### src/rtl/xilx_pkg.sv
package xilx_pkg;
  localparam int ADDR_W = 64;
  localparam int NMAPS  = 4;
  localparam int WAY_W  = 5;
  localparam int CNT_W  = $clog2(NMAPS + 1);
  localparam int CFG_AW = $clog2(NMAPS + 1);

  typedef struct packed {
    logic             ok;
    logic             bypass;
    logic [CNT_W-1:0] need;
  } way_info_t;
endpackage

### src/rtl/xilx_map_bank.sv
module xilx_map_bank
  import xilx_pkg::*;
#(
  parameter int AW = ADDR_W,
  parameter int NM = NMAPS,
  parameter int CW = CNT_W,
  parameter int SW = CFG_AW
) (
  input  logic                 clk,
  input  logic                 rst,
  input  logic                 we,
  input  logic [SW-1:0]        sel,
  input  logic [AW-1:0]        wdata,
  output logic [NM-1:0][AW-1:0] maps,
  output logic [CW-1:0]        cnt
);
  localparam int IW = (NM > 1) ? $clog2(NM) : 1;

  logic [NM-1:0][AW-1:0] map_q;
  logic [CW-1:0]         cnt_q;

  always_ff @(posedge clk) begin
    if (rst) begin
      map_q <= '0;
      cnt_q <= '0;
    end else if (we) begin
      if (32'(sel) < NM) begin
        map_q[sel[IW-1:0]] <= wdata;
      end else if (32'(sel) == NM) begin
        if (wdata > AW'(NM)) cnt_q <= CW'(NM);
        else                 cnt_q <= wdata[CW-1:0];
      end
    end
  end

  assign maps = map_q;
  assign cnt  = cnt_q;

  AST_CNT_BOUND: assert property (@(posedge clk) disable iff (rst)
    32'(cnt_q) <= NM);
endmodule

### src/rtl/xilx_way_decode.sv
module xilx_way_decode
  import xilx_pkg::*;
(
  input  logic [WAY_W-1:0] ways,
  output way_info_t        info
);
  always_comb begin
    info = '{ok: 1'b1, bypass: 1'b0, need: '0};
    case (ways)
      5'd1:  info.bypass = 1'b1;
      5'd3:  info.bypass = 1'b1;
      5'd2:  info.need = CNT_W'(1);
      5'd6:  info.need = CNT_W'(1);
      5'd4:  info.need = CNT_W'(2);
      5'd12: info.need = CNT_W'(2);
      5'd8:  info.need = CNT_W'(3);
      5'd16: info.need = CNT_W'(4);
      default: info.ok = 1'b0;
    endcase
  end
endmodule

### src/rtl/xilx_xor_stage.sv
module xilx_xor_stage #(
  parameter int AW = 64
) (
  input  logic          en,
  input  logic [AW-1:0] mask,
  input  logic [AW-1:0] a_in,
  output logic [AW-1:0] a_out
);
  logic [AW-1:0] low_oh;
  logic          par;

  assign low_oh = mask & (~mask + AW'(1));
  assign par    = ^(a_in & mask);

  always_comb begin
    if (en) a_out = (a_in & ~low_oh) | (par ? low_oh : '0);
    else    a_out = a_in;
  end
endmodule

### src/rtl/xor_ilv_xlate.sv
module xor_ilv_xlate
  import xilx_pkg::*;
(
  input  logic              clk,
  input  logic              rst,
  input  logic              cfg_we,
  input  logic [CFG_AW-1:0] cfg_addr,
  input  logic [ADDR_W-1:0] cfg_wdata,
  input  logic              in_valid,
  output logic              in_ready,
  input  logic [ADDR_W-1:0] in_addr,
  input  logic [WAY_W-1:0]  in_ways,
  output logic              out_valid,
  input  logic              out_ready,
  output logic [ADDR_W-1:0] out_addr,
  output logic              out_err
);
  logic [NMAPS-1:0][ADDR_W-1:0] maps;
  logic [CNT_W-1:0]             map_cnt;
  way_info_t                    winfo;
  logic [ADDR_W-1:0]            chain [NMAPS+1];
  logic                         err_c;
  logic [ADDR_W-1:0]            res_c;
  logic                         accept;

  xilx_map_bank u_bank (
    .clk(clk), .rst(rst), .we(cfg_we), .sel(cfg_addr), .wdata(cfg_wdata),
    .maps(maps), .cnt(map_cnt)
  );

  xilx_way_decode u_wdec (.ways(in_ways), .info(winfo));

  assign chain[0] = in_addr;
  for (genvar i = 0; i < NMAPS; i++) begin : g_stage
    xilx_xor_stage #(.AW(ADDR_W)) u_stage (
      .en(map_cnt > CNT_W'(i)),
      .mask(maps[i]),
      .a_in(chain[i]),
      .a_out(chain[i+1])
    );
  end

  assign err_c  = !winfo.ok || (winfo.need > map_cnt);
  assign res_c  = err_c ? '1 : (winfo.bypass ? in_addr : chain[NMAPS]);
  assign in_ready = !out_valid || out_ready;
  assign accept = in_valid && in_ready;

  always_ff @(posedge clk) begin
    if (rst) begin
      out_valid <= 1'b0;
      out_addr  <= '0;
      out_err   <= 1'b0;
    end else if (accept) begin
      out_valid <= 1'b1;
      out_addr  <= res_c;
      out_err   <= err_c;
    end else if (out_ready) begin
      out_valid <= 1'b0;
    end
  end

  AST_ERR_ALLONES: assert property (@(posedge clk) disable iff (rst)
    (out_valid && out_err) |-> (out_addr == '1));
  AST_ONE_CYCLE: assert property (@(posedge clk) disable iff (rst)
    (in_valid && in_ready) |=> out_valid);
  AST_STALL_HOLD: assert property (@(posedge clk) disable iff (rst)
    (out_valid && !out_ready) |=> (out_valid && $stable(out_addr) && $stable(out_err)));
  AST_BYPASS: assert property (@(posedge clk) disable iff (rst)
    (in_valid && in_ready && (in_ways == 5'd1 || in_ways == 5'd3))
      |=> (out_addr == $past(in_addr) && !out_err));
endmodule

### config.mk
export PLATFORM = sky130hd
export DESIGN_NAME = xor_ilv_xlate
export DESIGN_NICKNAME = d
export VERILOG_FILES = /design/src/rtl/xilx_pkg.sv /design/src/rtl/xilx_map_bank.sv /design/src/rtl/xilx_way_decode.sv /design/src/rtl/xilx_xor_stage.sv /design/src/rtl/xor_ilv_xlate.sv
export SDC_FILE = /design/constraint.sdc
export NUM_CORES = 1
export LEC_CHECK = 0
export BUFFER_PORTS_ARGS = -buffer_cell sky130_fd_sc_hd__buf_2
export CORE_AREA = 4 4 199 201
export DETAILED_ROUTE_END_ITERATION = 10
export DIE_AREA = 0 0 203 205
export PLACE_DENSITY_LB_ADDON = 0.15
export SYNTH_ARGS = -nofsm -noshare
export SYNTH_HDL_FRONTEND = slang
export SYNTH_HIERARCHICAL = 1
export SYNTH_SLANG_ARGS = --single-unit
### constraint.sdc
create_clock -name clk -period 10.5 [get_ports clk]
set_clock_uncertainty 0.05 [all_clocks]
set_input_delay 1.575 -clock clk [delete_from_list [all_inputs] [get_ports clk]]
set_output_delay 1.575 -clock clk [all_outputs]
set_load 0.05 [all_outputs]
## Yosys cells after proc, flatten, opt, wreduce, memory -nomap -nowiden

Cells that the tools add are included.

- Bits in registers: 325
- Input port bits: 141
- Output and inout port bits: 67
- Logic and storage cells: 91

- Add/sub/neg operators: 4
- $lt $le $gt $ge: 9
- Eq/ne operators: 9
- Multiplexer cells: 19
- Bitwise logic cells: 25
- Reductions and logical operators: 17

Operators by type and width:

| kind | count |
|---|---|
| $and A64 B64 Y64 | 12 |
| $mux W64 | 11 |
| $not A64 Y64 | 8 |
| $add A64 B1 Y64 const B | 4 |
| $bwmux W256 | 1 |
| $or A64 B64 Y64 | 4 |
| $reduce_xor A64 Y1 | 4 |
| $demux W64 S2 | 1 |
| $gt A64 B3 Y1 const B | 1 |
| $pmux W3 S4 | 1 |
| $eq A5 B2 Y1 const B | 2 |
| $eq A5 B3 Y1 const B | 2 |
| $eq A5 B4 Y1 const B | 2 |
| $reduce_or A8 Y1 | 1 |
| $gt A3 B1 Y1 const B | 2 |
| $gt A3 B2 Y1 const B | 2 |
| $reduce_or A2 Y1 | 3 |
| $eq A5 B1 Y1 const B | 1 |
| $eq A5 B5 Y1 const B | 1 |
| $mux W1 | 4 |
| $eq A3 B3 Y1 const B | 1 |
| $gt A3 B3 Y1 | 1 |
| $lt A2 B3 Y1 const B | 1 |
| $lt A3 B3 Y1 const B | 1 |
| 9 further kinds | 12 |

## Longest topological paths before layout

- Depth in word-level cells: 24
- Mapped depth: 39
- Mapped depth without buffers: 35

## Hierarchy

The synthesis kept the hierarchy.

Modules (own cells, without submodules):

| module | instances | cells an instance | area an instance (µm²) | seq. area each (µm²) |
|---|---|---|---|---|
| xilx_xor_stage | 4 | 331 | 2328.5 | 0.0 |
| xilx_map_bank | 1 | 1154 | 9038.7 | 5185.0 |
| xor_ilv_xlate | 1 | 317 | 3236.9 | 1321.3 |
| xilx_way_decode | 1 | 14 | 78.8 | 0.0 |

## Worst setup path after synthesis

Ideal clock, no wire load.

- Path kind: input-to-reg
- From: in in_addr[39]
- To: reg out_addr[13]
- Setup time: 88 ps
- Arrival time: 8465 ps
- Data required time: 10362 ps
- Slack: 1897 ps
- Stages: 38
- Buffers on the path: 4
- Path through: nand2_1 > xor2_1 > xnor2_1 > xnor2_1 > xnor2_1 > xnor2_1 > xnor2_1 > clkbuf_1 > mux2_2 > nand2_1 > xor2_1 > xnor2_1 > xnor2_1 > xnor2_1 > xnor2_1 > xnor2_1 > clkbuf_1 > mux2_2 > [... 2 more ...] > xnor2_1 > xnor2_1 > xnor2_1 > xnor2_1 > xnor2_1 > clkbuf_1 > mux2_2 > nand2_1 > xor2_1 > xnor2_1 > xnor2_1 > xnor2_1 > xnor2_1 > xnor2_1 > clkbuf_1 > mux2_2 > mux2i_1 > a311oi_2

RTL lines:

| item | RTL line | RTL |
|---|---|---|
| from (decl) | xor_ilv_xlate.sv:11 | `input logic [ADDR_W-1:0] in_addr,` |
| to (signal assigned) | xor_ilv_xlate.sv:55 | `out_addr <= res_c;` |
| to (decl) | xor_ilv_xlate.sv:15 | `output logic [ADDR_W-1:0] out_addr,` |

==> impl_metrics.env <==
export IMPL_final_hold_violation_count=0
export IMPL_h_tree_depth=2
export IMPL_synth_top_area_share_pct=30.03
export IMPL_syn_nets=2953
export IMPL_coreArea_um2=37580
export IMPL_leakage_nw=8.518
export IMPL_path_max_fanout=25
export IMPL_setup_worst_path_start_class="input port"
export IMPL_synth_async_reset_ratio_pct=0
export IMPL_ys_types=58
export IMPL_row_count=71
export IMPL_cp_common_cell="xnor2_1"
export IMPL_yosys_area_top_type="dfxtp_1"
export IMPL_grt_overflow=0
export IMPL_critPathSlowestCell="xor2_1"
export IMPL_drc=0
export IMPL_finalSetupViolations=0
export IMPL_crit_required_ps=10820
export IMPL_cpPeakStageDelay_ps=400
export IMPL_grt_max_degree=157
export IMPL_wirelength_um=95010
export IMPL_vdd_drop_max_mv=0.1873
export IMPL_synth_warnings=6
export IMPL_setup_tns_ps=0
export IMPL_whs_ps=409.9
export IMPL_synth_seq_cells=325
export IMPL_outcome="finished, final reports clean"
export IMPL_cts_root_buf="clkbuf_16"
export IMPL_cts_sinks=325
export IMPL_vias_per_cell=6.400
export IMPL_critPathTopFamily="XOR/XNOR gates"
export IMPL_dp_hpwl_um=70430
export IMPL_worst_pin_slew_ps=1114
export IMPL_cts_tree="built"
export IMPL_nNetsFinal=3153
export IMPL_worstPathArrival_ps=10690
export IMPL_final_design_area_no_fill_um2=24920
export IMPL_antenna_found_initial=2
export IMPL_yosys_top_cells_area="dfxtp_1 (30%), nand2_1 (15%), mux2_2 (12%), xnor2_1 (7.8%), a21oi_1 (6.0%)"
export IMPL_crit_type="in -> reg"
export IMPL_timing_rr_end="out_addr[8]"
export IMPL_max_freq_ghz=0.09647
export IMPL_fp_dieH_um=205
export IMPL_fin_crit_ps=10370
export IMPL_port_buffers=207
export IMPL_reg2reg_from="u_bank/cnt[2]"
export IMPL_drtIter0Drc=2930
export IMPL_crit_path_end_kind="flip-flop"
export IMPL_dieWidth_um=203
export IMPL_detail_route_antenna_nets=0
export IMPL_reg2reg_slack_ps=290
export IMPL_worstHoldStart="u_bank/maps[127]"
export IMPL_antenna_cells=0
export IMPL_fin_crit_sh_pct=98.72
export IMPL_netlist_area_um2=21670
export IMPL_syn_area_per_cell_um2=7.714
export IMPL_slew_viol_final=0
export IMPL_ff2ff_path_depth=43
export IMPL_placed_cell_area_um2=23540
export IMPL_min_to="u_bank/maps[127]"
export IMPL_critical_path_buf_inv_count=9
export IMPL_hold_depth=2
export IMPL_syn_to_final_growth_pct=14.98
export IMPL_drive_above_1_share_pct=22.64
export IMPL_first_pass_iters=6
export IMPL_num_vias=22688
export IMPL_placed_cells=3477
export IMPL_clk_path_buf_depth=3
export IMPL_pin_count=208
export IMPL_synth_ff_type="dfxtp_1"
export IMPL_clk_latency_ps=580
export IMPL_maxCapViolations=0
export IMPL_yosysSeqAreaShare_pct=30.03
export IMPL_grt_pass1_vias=21061
export IMPL_synth_edff_count=0
export IMPL_min_path_type="reg -> reg"
export IMPL_start_util_pct=57.66
export IMPL_wl_per_cell_um=26.80
export IMPL_die_area_um2=41620
export IMPL_cts_made_buffers=38
export IMPL_grt_first_pass_wirelength_um=137200
export IMPL_slew_headroom_pct=25.73
export IMPL_hold_buffers=0
export IMPL_fin_cells=3545
export IMPL_gp_congestion=1.110
export IMPL_cts_clk_slew_worst_paths_ps=60
export IMPL_fillers=3278
export IMPL_track_usage_pct=43.85
export IMPL_syn_inst=2809
export IMPL_powerDensity_nw_per_um2=152.5
==> cells in the mapped netlist (15+ instances only) <==
cell type / instances
nand4_1: 28
nor3_1: 26
nand3b_1: 54
nor2_1: 161
buf_2: 45
inv_1: 21
clkbuf_1: 78
dfxtp_1: 325
mux2_1: 16
nor4b_1: 16
a311oi_1: 58
or3_1: 15
nand2_1: 878
xnor2_1: 192
mux2i_1: 64
a21oi_1: 258
mux2_2: 236
xor2_1: 60
nor4_1: 43
or4_1: 16
nor3b_1: 21
nand3_1: 49
nand4b_1: 16
==> sequential cells by signal, summed over array words and instances (netlist names) <==
register / count
out_valid: 1
u_bank/cnt: 3
u_bank/maps: 256
out_addr: 64
out_err: 1
==> layer usage <==
| metal | track usage, % | wire length, um | vias up |
|---|---|---|---|
| met3 | 9.546 | 12500 | 302 |
| met2 | 67.71 | 40790 | 1596 |
| met5 | 0 | 13 | - |
| li1 | - | - | 10032 |
| met4 | 21.05 | 5620 | 2 |
| met1 | 58.47 | 36090 | 10756 |
==> metrics by stage <==
| stage | setup WS, ps | util (%) | total power, mW |
|---|---|---|---|
| 3_5_place_dp | -267.0 | 62.65 | 2.374 |
| 6_report | 134.5 | 66.30 | 3.800 |
| 3_3_place_gp | -318.2 | 62.65 | 2.359 |
| 5_1_grt | -6.749 | 66.30 | 3.886 |
| 4_1_cts | 259.2 | 66.11 | 3.751 |
| 2_1_floorplan | 1897 | - | 1.866 |
==> layout by cell type, fill, tap and decap left out, types with 7 or more instances in the layout <==
cell type,netlist,routed
and3_1,12,12
nand4_1,28,28
clkbuf_8,1,10
nand3_1,49,49
xnor2_2,0,7
buf_2,45,206
nand4b_1,16,16
nor4b_1,16,16
mux2_2,236,236
dfxtp_1,325,325
a311oi_1,58,58
nor2b_1,9,9
buf_4,9,96
nor3_1,26,26
nor3b_1,21,21
mux2i_1,64,64
nor2_4,4,7
nor3_4,8,8
nor4_1,43,43
mux2_1,16,16
or4_1,16,16
or3_1,15,15
xor2_1,60,58
clkbuf_16,0,41
xnor2_1,192,185
buf_12,1,9
nand2_1,878,876
a21oi_1,258,258
nand3b_1,54,54
nor2_1,161,160
inv_1,21,21
==> cells by family (layout without fill, tap and decap cells) <==
group	Yosys count	after routing	share of synthesized area [%]
XOR/XNOR	252	252	10.19
flip-flops	325	325	30.03
buffers and inverters	174	399	4.019
adder cells (fa/ha/maj)	3	3	0.1732
AO/OA/AOI/OAI	330	330	9.072
AND/OR/NAND/NOR	1409	1409	30.47
multiplexers	316	316	16.05
==> report_power, final <==
part           switching, mW  internal (mW)  leakage (nW)  total, mW
clock                  0.572          0.829         0.635       1.40
sequential            0.0444           1.28          2.65       1.32
combinational          0.707          0.372          5.24       1.08
==> worst reg2reg max path: cells and delay by family (launching register included) <==
kind	cells	cell delay, ps
AO/OA/AOI/OAI	1	100
XOR/XNOR	18	3660
buffers and inverters	8	1290
flip-flops	1	430
multiplexers	5	1460
AND/OR/NAND/NOR	11	3030
==> layout make-up <==
| cell class | instances | area (um2) | area share (%) |
|---|---|---|---|
| clock inverter | 10 | 120.1 | 0.4821 |
| inverter | 21 | 78.83 | 0.3164 |
| timing repair buffer | 313 | 1958 | 7.859 |
| clock buffer | 55 | 1179 | 4.731 |
| multi-input combinational | 2310 | 14430 | 57.93 |
| sequential | 325 | 6506 | 26.11 |
| tap | 511 | 639.4 | 2.566 |
==> worst max-delay path by stage <==
stage / startpoint / endpoint / slack (ps) / cells past startpoint
after global placement: in_addr[0] / out_addr[3] / -320 / 45
after floorplan: in_addr[39] / out_addr[13] / 1900 / 38
after global routing: in_addr[21] / out_addr[8] / -7 / 45
after CTS: in_addr[0] / out_addr[8] / 260 / 45
final: in_addr[20] / out_addr[8] / 130 / 43
after detailed placement: in_addr[0] / out_addr[8] / -270 / 45
==> timing repair <==
item / CTS / global route
setup endpoints to repair: 0 / 63
gates resized for setup: 0 / 7
setup buffers: 0 / 3
hold endpoints to repair: 0 / 0
No activity file was read; power rests on OpenSTA's default activity.
